### src/rtl/dma_chan_pkg.sv
package dma_chan_pkg;
  localparam int unsigned LEN_W = 7;

  localparam logic [3:0] OFS_CSR  = 4'h0;
  localparam logic [3:0] OFS_ADDR = 4'h4;
  localparam logic [3:0] OFS_CNT  = 4'h8;

  localparam int unsigned B_INT     = 0;
  localparam int unsigned B_ERR     = 1;
  localparam int unsigned B_DRAIN   = 2;
  localparam int unsigned B_IEN     = 4;
  localparam int unsigned B_RESET   = 7;
  localparam int unsigned B_WR      = 8;
  localparam int unsigned B_EN      = 9;
  localparam int unsigned B_CYC     = 10;
  localparam int unsigned B_CNT_EN  = 13;
  localparam int unsigned B_TC      = 14;
  localparam int unsigned B_BURST   = 18;
  localparam int unsigned B_TCI_DIS = 23;
  localparam int unsigned B_NXT_EN  = 24;
  localparam int unsigned B_ACTIVE  = 25;
  localparam int unsigned B_CUR_LD  = 26;
  localparam int unsigned B_NXT_LD  = 27;

  typedef enum logic [1:0] {
    BURST_16B = 2'b00,
    BURST_32B = 2'b01,
    BURST_4B  = 2'b10,
    BURST_64B = 2'b11
  } burst_e;

  typedef enum logic [1:0] {ST_IDLE, ST_REQ, ST_WAIT, ST_DRAIN} xfer_st_e;

  function automatic logic [LEN_W-1:0] burst_bytes(input logic [1:0] code);
    case (burst_e'(code))
      BURST_4B:  return LEN_W'(4);
      BURST_16B: return LEN_W'(16);
      BURST_32B: return LEN_W'(32);
      default:   return LEN_W'(64);
    endcase
  endfunction
endpackage

### src/rtl/dma_chan_queue.sv
module dma_chan_queue
  import dma_chan_pkg::*;
#(
  parameter int unsigned AW = 32,
  parameter int unsigned CW = 24
) (
  input  logic             clk_i,
  input  logic             rst_ni,
  input  logic             flush_i,
  input  logic             cnt_we_i,
  input  logic [CW-1:0]    cnt_wdata_i,
  input  logic             addr_we_i,
  input  logic [AW-1:0]    addr_wdata_i,
  input  logic             next_en_i,
  input  logic [1:0]       burst_i,
  input  logic             advance_i,
  output logic [AW-1:0]    cur_addr_o,
  output logic [CW-1:0]    cur_cnt_o,
  output logic             cur_vld_o,
  output logic             nxt_vld_o,
  output logic [LEN_W-1:0] chunk_o,
  output logic             last_o
);
  logic [CW-1:0] stage_cnt_q, cur_cnt_q, nxt_cnt_q;
  logic [AW-1:0] cur_addr_q, nxt_addr_q;
  logic          cur_vld_q, nxt_vld_q;
  logic [CW-1:0] burst_b, chunk_w;
  logic          done_now, load_ok, load_cur, load_nxt;

  assign burst_b  = CW'(burst_bytes(burst_i));
  assign chunk_w  = (cur_cnt_q < burst_b) ? cur_cnt_q : burst_b;
  assign chunk_o  = chunk_w[LEN_W-1:0];
  assign last_o   = cur_vld_q && (cur_cnt_q <= burst_b);
  assign done_now = advance_i && last_o;
  // a full queue slot means busy: the pair is dropped even if promotion frees it this cycle
  assign load_ok  = addr_we_i && !nxt_vld_q && (stage_cnt_q != '0);
  assign load_cur = load_ok && (!cur_vld_q || done_now);
  assign load_nxt = load_ok && !load_cur && next_en_i;

  always_ff @(posedge clk_i or negedge rst_ni) begin
    if (!rst_ni) begin
      stage_cnt_q <= '0;
      cur_cnt_q   <= '0;
      nxt_cnt_q   <= '0;
      cur_addr_q  <= '0;
      nxt_addr_q  <= '0;
      cur_vld_q   <= 1'b0;
      nxt_vld_q   <= 1'b0;
    end else if (flush_i) begin
      stage_cnt_q <= '0;
      cur_vld_q   <= 1'b0;
      nxt_vld_q   <= 1'b0;
    end else begin
      if (cnt_we_i) stage_cnt_q <= cnt_wdata_i;
      if (advance_i) begin
        cur_addr_q <= cur_addr_q + AW'(chunk_w);
        cur_cnt_q  <= cur_cnt_q - chunk_w;
        if (done_now) begin
          if (nxt_vld_q) begin
            cur_addr_q <= nxt_addr_q;
            cur_cnt_q  <= nxt_cnt_q;
            nxt_vld_q  <= 1'b0;
          end else begin
            cur_vld_q  <= 1'b0;
          end
        end
      end
      if (load_cur) begin
        cur_addr_q <= addr_wdata_i;
        cur_cnt_q  <= stage_cnt_q;
        cur_vld_q  <= 1'b1;
      end
      if (load_nxt) begin
        nxt_addr_q <= addr_wdata_i;
        nxt_cnt_q  <= stage_cnt_q;
        nxt_vld_q  <= 1'b1;
      end
    end
  end

  assign cur_addr_o = cur_addr_q;
  assign cur_cnt_o  = cur_cnt_q;
  assign cur_vld_o  = cur_vld_q;
  assign nxt_vld_o  = nxt_vld_q;

  // a queued pair is never overwritten before promotion
  a_r5_next_held: assert property (@(posedge clk_i) disable iff (!rst_ni)
    (nxt_vld_q && !flush_i && !done_now) |=> (nxt_vld_q && $stable(nxt_addr_q)));

  // a non-final cycle lowers the residue by exactly the chunk length
  a_r3_count_step: assert property (@(posedge clk_i) disable iff (!rst_ni)
    (advance_i && !flush_i && !last_o) |=> (cur_cnt_q == $past(cur_cnt_q - chunk_w)));

  // a zero staged count never loads the current slot
  a_r12_zero_ignored: assert property (@(posedge clk_i) disable iff (!rst_ni)
    (addr_we_i && !flush_i && !cur_vld_q && (stage_cnt_q == '0)) |=> !cur_vld_q);
endmodule

### src/rtl/dma_chan_xfer.sv
module dma_chan_xfer
  import dma_chan_pkg::*;
(
  input  logic clk_i,
  input  logic rst_ni,
  input  logic start_ok_i,
  input  logic abort_i,
  input  logic gnt_i,
  input  logic done_i,
  input  logic err_i,
  output logic req_o,
  output logic advance_o,
  output logic fault_o,
  output logic cyc_pend_o,
  output logic drain_o,
  output logic active_o
);
  xfer_st_e state_q, state_d;

  always_comb begin
    state_d = state_q;
    unique case (state_q)
      ST_IDLE:  if (start_ok_i && !abort_i) state_d = ST_REQ;
      ST_REQ:   if (abort_i || !start_ok_i) state_d = ST_IDLE;
                else if (gnt_i)             state_d = ST_WAIT;
      ST_WAIT:  if (done_i)                 state_d = ST_IDLE;
                else if (abort_i)           state_d = ST_DRAIN;
      ST_DRAIN: if (done_i)                 state_d = ST_IDLE;
      default:                              state_d = ST_IDLE;
    endcase
  end

  always_ff @(posedge clk_i or negedge rst_ni) begin
    if (!rst_ni) state_q <= ST_IDLE;
    else         state_q <= state_d;
  end

  assign req_o      = (state_q == ST_REQ);
  assign advance_o  = (state_q == ST_WAIT) && done_i && !err_i && !abort_i;
  assign fault_o    = (state_q == ST_WAIT) && done_i && err_i && !abort_i;
  assign cyc_pend_o = (state_q == ST_WAIT) || (state_q == ST_DRAIN);
  assign drain_o    = (state_q == ST_DRAIN);
  assign active_o   = (state_q != ST_IDLE);

  // a request stays up until granted
  a_r2_req_held: assert property (@(posedge clk_i) disable iff (!rst_ni)
    (req_o && !gnt_i && !abort_i && start_ok_i) |=> req_o);

  // draining persists until the outstanding cycle returns
  a_r9_drain_hold: assert property (@(posedge clk_i) disable iff (!rst_ni)
    (drain_o && !done_i) |=> (drain_o && cyc_pend_o && !req_o));

  // a soft reset withdraws any request
  a_r9_abort_drops_req: assert property (@(posedge clk_i) disable iff (!rst_ni)
    abort_i |=> !req_o);
endmodule

### src/rtl/dbuf_dma_chan.sv
module dbuf_dma_chan
  import dma_chan_pkg::*;
#(
  parameter int unsigned CNT_W  = 24,
  parameter logic [3:0]  DEV_ID = 4'h0
) (
  input  logic             clk_i,
  input  logic             rst_ni,
  input  logic             reg_we_i,
  input  logic [3:0]       reg_addr_i,
  input  logic [31:0]      reg_wdata_i,
  output logic [31:0]      reg_rdata_o,
  output logic             mem_req_o,
  input  logic             mem_gnt_i,
  output logic [31:0]      mem_addr_o,
  output logic [LEN_W-1:0] mem_len_o,
  output logic             mem_we_o,
  input  logic             mem_done_i,
  input  logic             mem_err_i,
  input  logic             dev_irq_i,
  output logic             irq_o
);
  localparam int unsigned AW = 32;

  logic csr_we, addr_we, cnt_we, soft_rst;
  logic int_en_q, wr_dir_q, dma_en_q, cnt_en_q, tci_dis_q, nxt_en_q;
  logic [1:0] burst_q;
  logic int_pend_q, err_pend_q, tc_q, halted_q;
  logic [AW-1:0] cur_addr;
  logic [CNT_W-1:0] cur_cnt;
  logic cur_vld, nxt_vld, q_last, start_ok;
  logic x_adv, x_fault, x_cyc, x_drain, x_active;
  logic tc_evt, int_set;
  logic [LEN_W-1:0] chunk;
  logic unused_wdata;

  assign csr_we   = reg_we_i && (reg_addr_i == OFS_CSR);
  assign addr_we  = reg_we_i && (reg_addr_i == OFS_ADDR);
  assign cnt_we   = reg_we_i && (reg_addr_i == OFS_CNT);
  assign soft_rst = csr_we && reg_wdata_i[B_RESET];
  assign unused_wdata = ^reg_wdata_i;

  assign tc_evt   = x_adv && q_last;
  assign int_set  = (tc_evt && !tci_dis_q) || dev_irq_i;
  assign start_ok = cur_vld && dma_en_q && cnt_en_q && !halted_q;

  dma_chan_queue #(.AW(AW), .CW(CNT_W)) u_queue (
    .clk_i        (clk_i),
    .rst_ni       (rst_ni),
    .flush_i      (soft_rst),
    .cnt_we_i     (cnt_we),
    .cnt_wdata_i  (reg_wdata_i[CNT_W-1:0]),
    .addr_we_i    (addr_we),
    .addr_wdata_i (reg_wdata_i[AW-1:0]),
    .next_en_i    (nxt_en_q),
    .burst_i      (burst_q),
    .advance_i    (x_adv),
    .cur_addr_o   (cur_addr),
    .cur_cnt_o    (cur_cnt),
    .cur_vld_o    (cur_vld),
    .nxt_vld_o    (nxt_vld),
    .chunk_o      (chunk),
    .last_o       (q_last)
  );

  dma_chan_xfer u_xfer (
    .clk_i      (clk_i),
    .rst_ni     (rst_ni),
    .start_ok_i (start_ok),
    .abort_i    (soft_rst),
    .gnt_i      (mem_gnt_i),
    .done_i     (mem_done_i),
    .err_i      (mem_err_i),
    .req_o      (mem_req_o),
    .advance_o  (x_adv),
    .fault_o    (x_fault),
    .cyc_pend_o (x_cyc),
    .drain_o    (x_drain),
    .active_o   (x_active)
  );

  always_ff @(posedge clk_i or negedge rst_ni) begin
    if (!rst_ni) begin
      {int_en_q, wr_dir_q, dma_en_q, cnt_en_q, tci_dis_q, nxt_en_q} <= '0;
      burst_q    <= 2'b00;
      int_pend_q <= 1'b0;
      err_pend_q <= 1'b0;
      tc_q       <= 1'b0;
      halted_q   <= 1'b0;
    end else if (soft_rst) begin
      {int_en_q, wr_dir_q, dma_en_q, cnt_en_q, tci_dis_q, nxt_en_q} <= '0;
      burst_q    <= 2'b00;
      int_pend_q <= 1'b0;
      err_pend_q <= 1'b0;
      tc_q       <= 1'b0;
      halted_q   <= 1'b0;
    end else begin
      if (csr_we) begin
        int_en_q  <= reg_wdata_i[B_IEN];
        wr_dir_q  <= reg_wdata_i[B_WR];
        dma_en_q  <= reg_wdata_i[B_EN];
        cnt_en_q  <= reg_wdata_i[B_CNT_EN];
        burst_q   <= reg_wdata_i[B_BURST +: 2];
        tci_dis_q <= reg_wdata_i[B_TCI_DIS];
        nxt_en_q  <= reg_wdata_i[B_NXT_EN];
      end
      // write-one-to-clear; a new event in the same cycle wins
      int_pend_q <= (int_pend_q && !(csr_we && reg_wdata_i[B_INT])) || int_set;
      err_pend_q <= (err_pend_q && !(csr_we && reg_wdata_i[B_ERR])) || x_fault;
      tc_q       <= (tc_q && !(csr_we && reg_wdata_i[B_TC])) || tc_evt;
      halted_q   <= halted_q || x_fault;
    end
  end

  always_comb begin
    reg_rdata_o = '0;
    unique case (reg_addr_i)
      OFS_CSR: begin
        reg_rdata_o[B_INT]          = int_pend_q;
        reg_rdata_o[B_ERR]          = err_pend_q;
        reg_rdata_o[B_DRAIN]        = x_drain;
        reg_rdata_o[B_IEN]          = int_en_q;
        reg_rdata_o[B_WR]           = wr_dir_q;
        reg_rdata_o[B_EN]           = dma_en_q;
        reg_rdata_o[B_CYC]          = x_cyc;
        reg_rdata_o[B_CNT_EN]       = cnt_en_q;
        reg_rdata_o[B_TC]           = tc_q;
        reg_rdata_o[B_BURST +: 2]   = burst_q;
        reg_rdata_o[B_TCI_DIS]      = tci_dis_q;
        reg_rdata_o[B_NXT_EN]       = nxt_en_q;
        reg_rdata_o[B_ACTIVE]       = x_active;
        reg_rdata_o[B_CUR_LD]       = cur_vld;
        reg_rdata_o[B_NXT_LD]       = nxt_vld;
        reg_rdata_o[31:28]          = DEV_ID;
      end
      OFS_ADDR: reg_rdata_o = cur_addr;
      OFS_CNT:  reg_rdata_o = 32'(cur_cnt);
      default:  reg_rdata_o = '0;
    endcase
  end

  assign mem_addr_o = cur_addr;
  assign mem_len_o  = chunk;
  assign mem_we_o   = wr_dir_q;
  assign irq_o      = int_en_q && (int_pend_q || err_pend_q);

  // a faulted channel stays off the bus
  a_r8_halt_no_req: assert property (@(posedge clk_i) disable iff (!rst_ni)
    halted_q |-> !mem_req_o);

  // terminal count raises interrupt pending unless suppressed
  a_r4_tc_raises_pend: assert property (@(posedge clk_i) disable iff (!rst_ni)
    (tc_evt && !tci_dis_q && !soft_rst) |=> int_pend_q);

  // a one written to terminal count clears it when no new one arrives
  a_r7_w1c_clear: assert property (@(posedge clk_i) disable iff (!rst_ni)
    (csr_we && !soft_rst && reg_wdata_i[B_TC] && !tc_evt) |=> !tc_q);
endmodule

### config.mk
export PLATFORM = sky130hd
export DESIGN_NAME = dbuf_dma_chan
export DESIGN_NICKNAME = d
export VERILOG_FILES = /design/src/rtl/dma_chan_pkg.sv /design/src/rtl/dma_chan_queue.sv /design/src/rtl/dma_chan_xfer.sv /design/src/rtl/dbuf_dma_chan.sv
export SDC_FILE = /design/constraint.sdc
export NUM_CORES = 1
export LEC_CHECK = 0
export ABC_AREA = 1
export ABC_CLOCK_PERIOD_IN_PS = 4500
export BUFFER_PORTS_ARGS = -buffer_cell sky130_fd_sc_hd__buf_2
export CAP_MARGIN = 40
export CORE_UTILIZATION = 30
export CTS_CLUSTER_DIAMETER = 50
export DETAILED_ROUTE_END_ITERATION = 16
export PLACE_DENSITY = 0.53
export SYNTH_ARGS = -nofsm -noshare
export SYNTH_HDL_FRONTEND = slang
export SYNTH_HIERARCHICAL = 1
export SYNTH_SLANG_ARGS = --single-unit
export TNS_END_PERCENT = 5
### constraint.sdc
create_clock -name clk_i -period 4.5 [get_ports clk_i]
set_input_delay 0.225 -clock clk_i [delete_from_list [all_inputs] [get_ports clk_i]]
set_output_delay 0.225 -clock clk_i [all_outputs]
set_load 0.005 [all_outputs]
==> metrics <==
critical path fanouts, max=11; CTS Buf Count=17; initial antenna violation count=0; core footprint=33600 um2; Slew @ Worst Pin=0.761 ns; crit start category=flip-flop; post-route DRC violation count=0; GPL Wtd Cong=~0.9; MaxCap Viol Count=0; Yosys warnings=6; Die ar.=34900 um2; sequential-to-total area share from yosys stat=0.371; mean post-synth cell area=between 7 and 8 um2; Nets=between 1500 and 2000; Die H=between 150 and 200 um; Final Skew=around 0.0065 ns; Initial Util=0.305; largest net degree at the start of global routing=79; register area=between 3000 and 4000 um2; share of cells above drive strength 1=0.149; WS Path Type=flip-flop to flip-flop; WP data required=about 4.9 ns; final setup TNS=0 ns; Fill cells=between 3000 and 4000; Arrival @ worst endpoint=4.31 ns; Yosys cell types=about 50; final antenna-violating net count=0; synth top area cells=dfrtp_1, nand2_1, o21ai_0; gr ovfl total=0; Buffers on Ports=~120; top-count cell post-synth=nand2_1; RSZ-0062 raised after global routing=no; drt pass-1 iters=6; First DRT Iteration DRCs=between 800 and 900; Slew Limit Fails=0; hpwl dp=between 20000 and 30000 um; via/cell ratio=just over 5; Max clock buf depth=2; Synth area leader=dfrtp_1; peak supply drop=about 250 uV; via count=10300; part of the cycle the worst path needs=0.875; final hold violations=0; power per cell area=532 nW/um2; CTS tree=done; Total GRT Usage=0.218; synthesized area=a little over 10000 um2; FFs w/ async S/R, synth=1.00; Post-CTS Setup Inserts=0; clock sink count=between 150 and 200; die width=between 150 and 200 um; later-pin clock latency in the skew report=between 0.4 and 0.5 ns; H-tree depth=4; Multi-input gate area=between 5000 and 6000 um2; Clock transition at path regs=~0.060 ns; standard-cell row count=between 60 and 70; vias in the first global route=9710; synthesis-stage register bit count=152; endpoints failing setup=0; DRT Wirelength=38000 um; EDFF count, synth=0; IO Count=between 100 and 150; Syn-to-layout area delta=17.0%; minimum clock period=3.94 ns; Routed WL per cell=roughly 19 um; Root Buffer=clkbuf_16; post-synth top area share=0.371; status=complete, no violations; r2r setup slk=roughly 0.56 ns; first-pass GRT wire length=about 60000 um; Pleak=between 6 and 7 nW; top_reg_cell synth=dfrtp_1; max frequency=between 0.2 and 0.3 GHz; total power=around 6.4 mW; cell count after synthesis=1462; Setup crit end kind=flip-flop; max_slew headroom=0.492; Worst Hold Class=input port to flip-flop; top cells by count, synth=nand2_1, nor2_1, inv_1
worst max-delay path, stage by stage, from the launching register on:
cell and delay (ns):
dfrtp_1 0.41, inv_1 0.13, nand2_1 0.07, ha_1 0.29
nand2_1 0.06, nor2_1 0.04, nor2_1 0.09, nand2_1 0.12
nor2_2 0.21, inv_1 0.19, nor2_1 0.19, ha_1 0.21
fa_1 0.19, nand2_1 0.09, nand2_1 0.08, o21ai_0 0.18
o21ai_1 0.46, nand2_1 0.11, nand2_1 0.14, xor2_1 0.18
nor2_1 0.06, o21ai_0 0.17, o211ai_1 0.10, nand2_1 0.09
sequential cells by signal (all words and copies together) (netlist names), 2 cells and up:
name                 flops
u_queue/cur_addr_o      32
u_queue/nxt_addr_q      32
u_queue/cur_cnt_o       24
u_queue/nxt_cnt_q       24
u_queue/stage_cnt_q     24
burst_q                  2
u_xfer/state_q           2
cell type report:
class / instances / area share
Clock inverter: 10 / 0.0158
Clock buffer: 21 / 0.0400
Timing Repair Buffer: 138 / 0.0650
Inverter: 161 / 0.0509
Antenna cell: 1 / 0.000209
Sequential cell: 152 / 0.317
Multi-Input combinational cell: 1104 / 0.464
Tap cell: 448 / 0.0467
where the power goes:
part           total, mW  switching (mW)  leakage, nW  internal (mW)
logic               2.60            1.64         4.01          0.965
clock network       1.67           0.628        0.318           1.04
registers           2.11           0.434         1.92           1.67
layout by cell type (no fill, tap or decap), types with 5 or more instances in the layout:
master	netlist	final
nand2_1	375	375
nor2_1	160	159
inv_1	153	153
dfrtp_1	152	152
o21ai_0	128	125
a21oi_1	120	120
buf_2	31	115
nand3_1	90	90
ha_1	33	33
o211ai_1	21	21
nand4_1	19	19
buf_4	3	19
conb_1	2	18
nand2_2	17	17
clkbuf_16	0	17
xor2_1	16	16
nor3_1	10	10
mux2_2	10	10
nand3_2	9	9
o21ai_2	9	9
o21ai_1	6	9
nor4_1	9	8
a21o_1	6	6
xnor2_1	6	6
nor2_2	5	5
bufinv_16	0	5
a22oi_1	5	5
metal layers:
metal / global-route usage / up-vias / wire, um
met5: 0 / - / 0
met4: 0.0672 / 0 / 841
met3: 0.0268 / 39 / 1720
met2: 0.353 / 296 / 17600
met1: 0.302 / 4931 / 17900
li1: - / 5000 / -
worst paths after layout:
check,startpoint,endpoint,depth (start not counted)
max in group asynchronous,rst_ni,u_queue/nxt_addr_q[15]$_DFFE_PN0P_,3
min in group asynchronous,rst_ni,u_queue/cur_addr_o[5]$_DFFE_PN0P_,2
min,reg_wdata_i[28],u_queue/nxt_addr_q[28]$_DFFE_PN0P_,2
max reg2reg,burst_q[1]$_DFFE_PN0P_,u_queue/cur_addr_o[14]$_DFFE_PN0P_,23
min reg2reg,u_queue/nxt_cnt_q[1]$_DFFE_PN0P_,u_queue/nxt_cnt_q[1]$_DFFE_PN0P_,2
max,burst_q[1]$_DFFE_PN0P_,u_queue/cur_addr_o[14]$_DFFE_PN0P_,23
timing repair:
| item | CTS | global route |
|---|---|---|
| setup endpoints to repair | 0 | 9 |
| hold buffers | 1 | 0 |
| gates resized for setup | 0 | 4 |
| endpoints found under the hold margin | 47 | 0 |
cells by family after synthesis:
group                    count (synthesis)  synth area share
XOR/XNOR                                22            0.0188
multiplexers                            10            0.0110
buffers and inverters                  222            0.0931
AND/OR/NAND/NOR                        709             0.297
flip-flops                             152             0.371
AO/OA/AOI/OAI                          311             0.167
adder cells (fa/ha/maj)                 34            0.0422
other                                    2          0.000732
metrics by stage:
stage	instance area, um2	utilization	hold WS, ns	instances	setup slack (ns)
after floorplan	10300	-	-0.0706	1478	0.889
after global placement	11300	0.337	0.209	2002	0.465
after detailed placement	11300	0.337	0.215	2002	0.385
after CTS	12000	0.357	0.0345	2034	0.357
after global routing	12000	0.357	0.0431	2034	0.0862
final	12000	0.357	0.0500	2035	0.564
No activity file was read; power rests on OpenSTA's default activity.
